`src/rtl/noise_floor_split_pkg.sv`:
```
package noise_floor_split_pkg;
   typedef enum logic [1:0] {
      SCAN_IDLE = 2'd0,
      SCAN_READ = 2'd1,
      SCAN_EVAL = 2'd2
   } scan_state_e;
endpackage

```
`src/rtl/cusum_accum.sv`:
```
module cusum_accum #(
   parameter int E_W        = 16,
   parameter int SUM_W      = 20,
   parameter int GAIN_SHIFT = 1
) (
   input  logic             clk,
   input  logic             rst_n,
   input  logic             clr,
   input  logic             add_en,
   input  logic [E_W-1:0]   din,
   output logic [SUM_W-1:0] sum,
   output logic             above
);
   localparam int PAD_W = SUM_W - E_W;

   logic [SUM_W-1:0] sum_q;

   always_ff @(posedge clk or negedge rst_n) begin
      if (!rst_n)      sum_q <= '0;
      else if (clr)    sum_q <= '0;
      else if (add_en) sum_q <= sum_q + {{PAD_W{1'b0}}, din};
   end

   assign sum = sum_q;

   generate
      if (GAIN_SHIFT == 0) begin : g_direct
         assign above = sum_q > {{PAD_W{1'b0}}, din};
      end else begin : g_scaled
         localparam int SC_W = SUM_W + GAIN_SHIFT;
         logic [SC_W-1:0] scaled;
         assign scaled = {sum_q, {GAIN_SHIFT{1'b0}}};
         assign above  = scaled > {{(SC_W-E_W){1'b0}}, din};
      end
   endgenerate
endmodule

```
`src/rtl/idle_flag_bank.sv`:
```
module idle_flag_bank #(
   parameter int N_CH  = 16,
   parameter int IDX_W = 4
) (
   input  logic             clk,
   input  logic             rst_n,
   input  logic             clr,
   input  logic             set_en,
   input  logic [IDX_W-1:0] set_idx,
   output logic [N_CH-1:0]  flags
);
   generate
      for (genvar i = 0; i < N_CH; i++) begin : g_bit
         logic hit;
         assign hit = set_en && (set_idx == IDX_W'(i));
         always_ff @(posedge clk or negedge rst_n) begin
            if (!rst_n)   flags[i] <= 1'b0;
            else if (clr) flags[i] <= 1'b0;
            else if (hit) flags[i] <= 1'b1;
         end
      end
   endgenerate
endmodule

```
`src/rtl/scan_ctrl.sv`:
```
module scan_ctrl
   import noise_floor_split_pkg::*;
#(
   parameter int N_CH   = 16,
   parameter int K_INIT = 1,
   parameter int IDX_W  = 4
) (
   input  logic             clk,
   input  logic             rst_n,
   input  logic             start,
   input  logic             above,
   output logic             rd_en,
   output logic             seed_clr,
   output logic             take,
   output logic [IDX_W-1:0] pos,
   output logic [IDX_W-1:0] boundary,
   output logic             done
);
   localparam logic [IDX_W-1:0] LAST_POS = IDX_W'(N_CH - 1);
   localparam logic [IDX_W-1:0] SEED_CNT = IDX_W'(K_INIT);

   scan_state_e      st_q;
   logic [IDX_W-1:0] pos_q;
   logic             in_seed;
   logic             at_last;

   assign in_seed  = pos_q < SEED_CNT;
   assign at_last  = pos_q == LAST_POS;
   assign rd_en    = st_q == SCAN_READ;
   assign seed_clr = (st_q == SCAN_IDLE) && start;
   assign take     = (st_q == SCAN_EVAL) && (in_seed || above);
   assign pos      = pos_q;

   always_ff @(posedge clk or negedge rst_n) begin
      if (!rst_n) begin
         st_q     <= SCAN_IDLE;
         pos_q    <= '0;
         boundary <= '0;
         done     <= 1'b0;
      end else begin
         done <= 1'b0;
         unique case (st_q)
            SCAN_IDLE: begin
               if (start) begin
                  pos_q    <= '0;
                  boundary <= '0;
                  st_q     <= SCAN_READ;
               end
            end
            SCAN_READ: st_q <= SCAN_EVAL;
            SCAN_EVAL: begin
               if (take) boundary <= pos_q;
               if (take && !at_last) begin
                  pos_q <= pos_q + IDX_W'(1);
                  st_q  <= SCAN_READ;
               end else begin
                  st_q <= SCAN_IDLE;
                  done <= 1'b1;
               end
            end
            default: st_q <= SCAN_IDLE;
         endcase
      end
   end
endmodule

```
`src/rtl/noise_floor_split.sv`:
```
module noise_floor_split #(
   parameter int N_CH       = 16,
   parameter int E_W        = 16,
   parameter int K_INIT     = 1,
   parameter int GAIN_SHIFT = 1
) (
   input  logic                      clk,
   input  logic                      rst_n,
   input  logic                      start,
   output logic                      rd_en,
   input  logic [E_W-1:0]            rd_data,
   output logic [$clog2(N_CH)-1:0]   boundary,
   output logic [N_CH-1:0]           idle_flags,
   output logic                      done
);
   localparam int IDX_W = $clog2(N_CH);
   localparam int SUM_W = E_W + IDX_W;

   initial begin : param_guard
      assert (N_CH >= 2) else $fatal(1, "N_CH must be at least 2");
      assert (K_INIT >= 1 && K_INIT < N_CH) else $fatal(1, "K_INIT out of range");
      assert (E_W >= 1 && GAIN_SHIFT >= 0 && GAIN_SHIFT <= 8)
         else $fatal(1, "width or gain out of range");
   end

   logic             seed_clr;
   logic             take;
   logic             above;
   logic [IDX_W-1:0] pos;
   logic [SUM_W-1:0] sum;

   scan_ctrl #(.N_CH(N_CH), .K_INIT(K_INIT), .IDX_W(IDX_W)) ctrl_i (
      .clk(clk), .rst_n(rst_n), .start(start), .above(above),
      .rd_en(rd_en), .seed_clr(seed_clr), .take(take), .pos(pos),
      .boundary(boundary), .done(done)
   );

   cusum_accum #(.E_W(E_W), .SUM_W(SUM_W), .GAIN_SHIFT(GAIN_SHIFT)) acc_i (
      .clk(clk), .rst_n(rst_n), .clr(seed_clr), .add_en(take),
      .din(rd_data), .sum(sum), .above(above)
   );

   idle_flag_bank #(.N_CH(N_CH), .IDX_W(IDX_W)) flags_i (
      .clk(clk), .rst_n(rst_n), .clr(seed_clr), .set_en(take),
      .set_idx(pos), .flags(idle_flags)
   );

   logic unused_sum;
   assign unused_sum = ^sum;
endmodule

```
`config.mk`:
```
export PLATFORM = sky130hd
export DESIGN_NAME = noise_floor_split
export DESIGN_NICKNAME = d
export VERILOG_FILES = /design/src/rtl/noise_floor_split_pkg.sv /design/src/rtl/cusum_accum.sv /design/src/rtl/idle_flag_bank.sv /design/src/rtl/scan_ctrl.sv /design/src/rtl/noise_floor_split.sv
export SDC_FILE = /design/constraint.sdc
export NUM_CORES = 1
export LEC_CHECK = 0
export BUFFER_PORTS_ARGS = -buffer_cell sky130_fd_sc_hd__buf_4
export CAP_MARGIN = 20
export CORE_MARGIN = 10
export CORE_UTILIZATION = 53
export DETAILED_ROUTE_END_ITERATION = 12
export GPL_TIMING_DRIVEN = 1
export PLACE_DENSITY = 0.77
export SLEW_MARGIN = 20
export SYNTH_ARGS = -nofsm -noshare
export SYNTH_HDL_FRONTEND = slang
export SYNTH_HIERARCHICAL = 1
export SYNTH_SLANG_ARGS = --single-unit
export TNS_END_PERCENT = 5
```
`constraint.sdc`:
```
create_clock -name clk -period 3 [get_ports clk]
set_input_delay 0.75 -clock clk [delete_from_list [all_inputs] [get_ports clk]]
set_output_delay 0.75 -clock clk [all_outputs]
set_load 0.1 [all_outputs]
```
[Word-level counts from Yosys, hierarchy flattened]
Cells that the tools add are included.
Storage, ports and cells
  register bits after elaboration: 47
  word-level logic and storage cells: 132
  input port bits: 19
  output and inout port bits: 22
Cells by class
  equal/unequal tests: 20
  mux-type cells: 44
  add/sub/neg operators: 2
  $lt $le $gt $ge: 2
  reductions and logical operators: 43
Operator list (count)
  2-to-1 mux 20 bit: 2
  nonzero test 2 bit: 18
  2-to-1 mux 1 bit: 35
  equality test 4 bit (second input constant): 8
  greater-than comparator 21 x 16 -> 1 bit: 1
  adder 20 x 16 -> 20 bit: 1
  logical AND 1 bit: 19
  equality test 4 x 3 -> 1 bit (second input constant): 4
  one-hot mux 4 bit (2 select lines): 2
  2-to-1 mux 4 bit: 3
  equality test 4 x 2 -> 1 bit (second input constant): 2
  one-hot mux 2 bit (3 select lines): 1
  AND reduction 3 bit: 2
  adder 4 x 1 -> 4 bit (second input constant): 1
  equality test 4 x 1 -> 1 bit (second input constant): 1
  logical NOT 4 bit: 1
  less-than comparator 4 x 1 -> 1 bit (second input constant): 1
  != test 2 bit (second input constant): 2
  equality test 2 x 1 -> 1 bit (second input constant): 1
  equality test 2 bit (second input constant): 1
  logical NOT 2 bit: 1
  2-to-1 mux 2 bit: 1
  != test 2 x 1 -> 1 bit (second input constant): 1
  logical NOT 1 bit: 1
  logical OR 1 bit: 1

[Depth between registers and ports, before layout]
  depth in word-level cells: 6
  depth in mapped cells: 16
  mapped depth without buffers: 14

[Cells and area by module]
Netlist, hierarchy kept.
Modules (own cells, without submodules)
  cusum_accum: cells each 246, sequential area each 500.5 um^2, times used 1, area an instance 2079.5 um^2
  idle_flag_bank: cells each 58, sequential area each 400.4 um^2, times used 1, area an instance 669.4 um^2
  scan_ctrl: cells each 65, sequential area each 275.3 um^2, times used 1, area an instance 593.1 um^2

[Worst setup path before layout]
Ideal clock, no wire load.
  path kind: input port to flip-flop
  from: input port rd_data[15]
  to: register acc_i.sum_q[17], in the netlist acc_i/sum[17]
  arrival time: 3145 ps
  stages: 16
  required time: 2864 ps
  path buffers: 2
  setup slack: -280 ps
  setup time: 136 ps
  cell sequence: inv_1 ha_1 nand3_1 nor3_1 nand2_1 o21ai_1 a211oi_1 nor2_1 inv_1 a21oi_2 buf_6 clkbuf_1 clkinv_1 nor4_1 o21a_1 nor3_1
On the way
  cells in the longest elaborated chain, start to end: 4
  elaborated cells on any way between the ends: 7
  classes of those cells: 1 x add/sub; 1 x order compare; 2 x mux; 3 x reduce/logical
Ends and longest elaborated chain
  start, declared: line noise_floor_split.sv:11  | input logic [E_W-1:0] rd_data,
  greater-than comparator 21 x 16 -> 1 bit: line cusum_accum.sv:33  | assign above = scaled > {{(SC_W-E_W){1'b0}}, din};
  named net above: line noise_floor_split.sv:28  | logic above;
  logical OR 1 bit: line scan_ctrl.sv:31  | assign take = (st_q == SCAN_EVAL) && (in_seed || above);
  logical AND 1 bit: line scan_ctrl.sv:31
  named net take: line noise_floor_split.sv:27  | logic take;
  nonzero test 2 bit (no source line)
  end signal, assigned: line cusum_accum.sv:21  | else if (add_en) sum_q <= sum_q + {{PAD_W{1'b0}}, din};
  end, declared: line cusum_accum.sv:16  | logic [SUM_W-1:0] sum_q;
The timed path passes the listed nets, and every way through them passes these cells. The select of a mux whose other input is x is not followed.
A chain may end at the register's enable or synchronous reset.

[Final worst setup path]
  from: register acc_i.sum_q[16], in the netlist acc_i/sum[16]
  to: register flags_i.flags[0]
On the way
  cells in the longest elaborated chain, start to end: 5
Ends and longest elaborated chain
  greater-than comparator 21 x 16 -> 1 bit: line cusum_accum.sv:33
  named net above: line noise_floor_split.sv:28
  logical OR 1 bit: line scan_ctrl.sv:31
  logical AND 1 bit: line scan_ctrl.sv:31
  named net take: line noise_floor_split.sv:27
  logical AND 1 bit: line idle_flag_bank.sv:15  | assign hit = set_en && (set_idx == IDX_W'(i));
  nonzero test 2 bit (no source line)
  end signal, assigned by index: line idle_flag_bank.sv:17  | if (!rst_n) flags[i] <= 1'b0;
  end signal, assigned by index: line idle_flag_bank.sv:18  | else if (clr) flags[i] <= 1'b0;
  end signal, assigned by index: line idle_flag_bank.sv:19  | else if (hit) flags[i] <= 1'b1;
  end, declared: line idle_flag_bank.sv:10  | output logic [N_CH-1:0] flags
The timed path passes the listed nets, and every way through them passes these cells.

==> metrics.md <==
| Metric | Value |
|---|---|
| Slew Limit Fails | `0` |
| Final Critical Period | `2.81 ns` |
| Gr ovfl total | `0` |
| Most frequent cells after synthesis | `dfrtp_1, inv_1, ha_1` |
| Compound-Gate Fraction of Synth Area | `25.8%` |
| Placed insts | `499` |
| H-tree level count | `2` |
| Seq/Total Area, Yosys | `35.2%` |
| EDFF count, synth | `0` |
| Post-synth ARST share | `100%` |
| Crit path cell chain | `or4_4 > nor3_2 > buf_4 > nand2_1 > o21ai_1 > a211oi_1 > nor2_1 > inv_1 > a21oi_4 > buf_4 > or3b_4 > o22ai_1` |
| Total clock sinks | `47` |
| Unrepaired setup endpoints after global routing | `no` |
| WP buf/inv | `3` |
| Cell with the most instances after synthesis | `dfrtp_1` |
| Synth Flop Type | `dfrtp_1` |
| Period utilisation layout | `93.6%` |
| Synth Area in Adders | `13.0%` |
| Layout cells sized above 1 | `23.4%` |
| Fin cells | `507` |
| Fin area | `0.00405 mm^2` |
| Average wire per standard cell | `16.6 um` |
| Hold crit path type | `input pin to async pin` |
| Syn Area/Cell | `9.06 um^2` |
| Vias in the first global route | `2980` |
| Fmax | `0.356 GHz` |
| Hold WS | `0.429 ns` |
| Clock tree buffer depth | `2` |
| WP data arrival | `3.05 ns` |
| Overall power | `3.66 mW` |
| Normalized max-slew margin | `59.1%` |
| Ant diodes | `0` |
| CTS Hold Bufs | `0` |
| Clock-pin slew on the worst setup and hold paths | `0.10 ns` |
| Status | `finished clean` |
| Setup Viol. Count Final | `0` |
| Layout overhead on the synthesized area | `21.2%` |
| Post-DRT Antenna Nets | `0` |
| Count of cell types in the netlist | `67` |
| Slew @ Worst Pin | `0.613 ns` |
| Max-Cap Viols | `0` |
| CTS Buf Count | `5` |
| Mapped Cells | `369` |
| Crit Path Max Fanout | `15` |
| Placed inst area | `0.00391 mm^2` |
| Wirelength, routed | `8400 um` |
| Most frequent cell on the critical path | `buf_4` |
| Setup WS post-layout | `0.193 ns` |
| Global-route usage over all layers | `17.2%` |
| Finished Core Util | `67.2%` |
| Site row count | `28` |
| Synth top area share | `35.2%` |
| Initial antenna violation count | `0` |
| Final #Nets | `484` |
| DIE AREA | `0.00988 mm^2` |
| Power density over cell area | `904 mW/mm^2` |
| Die height | `99.4 um` |
| Seq cells post-synth | `47` |
| # port buffers | `40` |
| Top cells by area, synth | `dfrtp_1, ha_1, inv_1` |
| Clock Latency Late Sink | `0.32 ns` |
| Largest net degree at the start of global routing | `48` |
| XOR/XNOR Fraction of Synth Area | `1.83%` |
| First-pass GRT wire length | `14400 um` |
| Crit path kind | `flip-flop to flip-flop` |
| Worst Setup Start Kind | `flip-flop` |
| Worst path top cell family by delay | `simple AND/OR/NAND/NOR gates` |
| Total Neg Setup Slack | `0 ns` |
| Clock Skews | `0.00376 ns` |
| Synth warn | `6` |
| Vias/cell | `5.93` |
| Initial Utilization | `55.5%` |
| Top Ports | `41` |
| Fin. Hold Viols | `0` |
| Final HPWL DP | `6560 um` |
| Worst path max stage delay | `0.55 ns` |
| Routability Congestion | `0.920` |
| Synthesized area | `0.00334 mm^2` |
| Leak | `1.98 nW` |
| Pre-CTS setup slack | `-0.218 ns` |
| Post-synthesis mux area share | `1.20%` |
| First drt pass iteration count | `4` |
| Root buffer cell | `clkbuf_8` |
| Total number of vias | `3008` |
| Largest area contributor in the netlist | `dfrtp_1` |
| Post-CTS sizing | `0` |
| Initial DRC Count | `161` |
| Net count after synthesis | `422` |
| CP Data Required Time | `3.24 ns` |
| CTS tree | `done` |
| # DRC | `0` |
| Largest family of logic cells by synthesized area | `compound AO/OA/AOI/OAI gates` |
| CP endpoint kind | `flip-flop` |
| Die X | `99.4 um` |
| Post-CTS setup buffers | `0` |
| Worst VDD drop | `670 uV` |
| Core outline area | `0.00603 mm^2` |
| Synth Area in Simple Gates | `16.5%` |
| CP max-delay cell | `or4_4` |
-- worst register-to-register path: stages (launching register included) --
cell and delay, ns:
dfrtp_1 0.39, or4_4 0.55, nor3_2 0.16, buf_4 0.14, nand2_1 0.06, o21ai_1 0.12
a211oi_1 0.05, nor2_1 0.18, inv_1 0.10, a21oi_4 0.17, buf_4 0.22, or3b_4 0.44
o22ai_1 0.15
-- worst paths after layout --
check / from / end / slack (ns) / cells after the start
min in group clk: flags_i/flags[2] / flags_i/flags[2] / 0.55 / 2
min reg2reg: flags_i/flags[2] / flags_i/flags[2] / 0.55 / 2
max reg2reg: acc_i/sum[16] / flags_i/flags[0] / 0.19 / 12
max: acc_i/sum[16] / flags_i/flags[0] / 0.19 / 12
max in group asynchronous: rst_n / acc_i/sum[18] / 2.15 / 1
min: rst_n / acc_i/sum[4] / 0.43 / 1
-- per-layer routing --
layer / vias to the layer above / track usage, % / routed length (um)
li1: 1485 / - / -
met1: 1439 / 22.7 / 3850
met2: 72 / 28.5 / 4020
met3: 12 / 3.04 / 404
met4: 0 / 4.41 / 117
met5: - / 0 / 0
-- placed cells by master, fill, tap and decap left out, drive strengths merged, types with 4 or more instances in the layout --
master	n
a211oi	7
a21o	13
a21oi	25
a22o	6
buf	67
clkbuf	5
dfrtp	47
ha	33
inv	40
mux2i	4
nand2	25
nand2b	4
nand3	11
nand4	5
nor2	26
nor3	10
o21ai	18
o21bai	4
o22ai	16
or3	5
or3b	4
xnor2	6
-- cell type report --
cell class	count	area, um^2
clock buffer	5	68.8
inverter	39	159
multi-input combinational	271	2020
clock inverter	3	27.5
sequential	47	1180
timing repair buffer	67	507
fill	504	1970
tap	75	93.8
-- registers in the layout, indices dropped and copies added, names as in the netlist --
signal	cells
ctrl_i/pos	4
acc_i/sum	20
ctrl_i/boundary	4
ctrl_i/st_q	2
ctrl_i/done	1
flags_i/flags	16
-- power by group --
part | internal, mW | switching (mW)
Sequential | 0.781 | 0.175
Clock | 0.173 | 0.258
Combinational | 0.893 | 1.38
Total | 1.85 | 1.82
-- cell families after synthesis --
| group | count (synthesis) |
|---|---|
| fa+ha+maj | 34 |
| buf+inv | 51 |
| flops | 47 |
| mux | 4 |
| simple gates | 107 |
| compound gates | 119 |
| xor+xnor | 7 |
No activity file was read; power rests on OpenSTA's default activity.
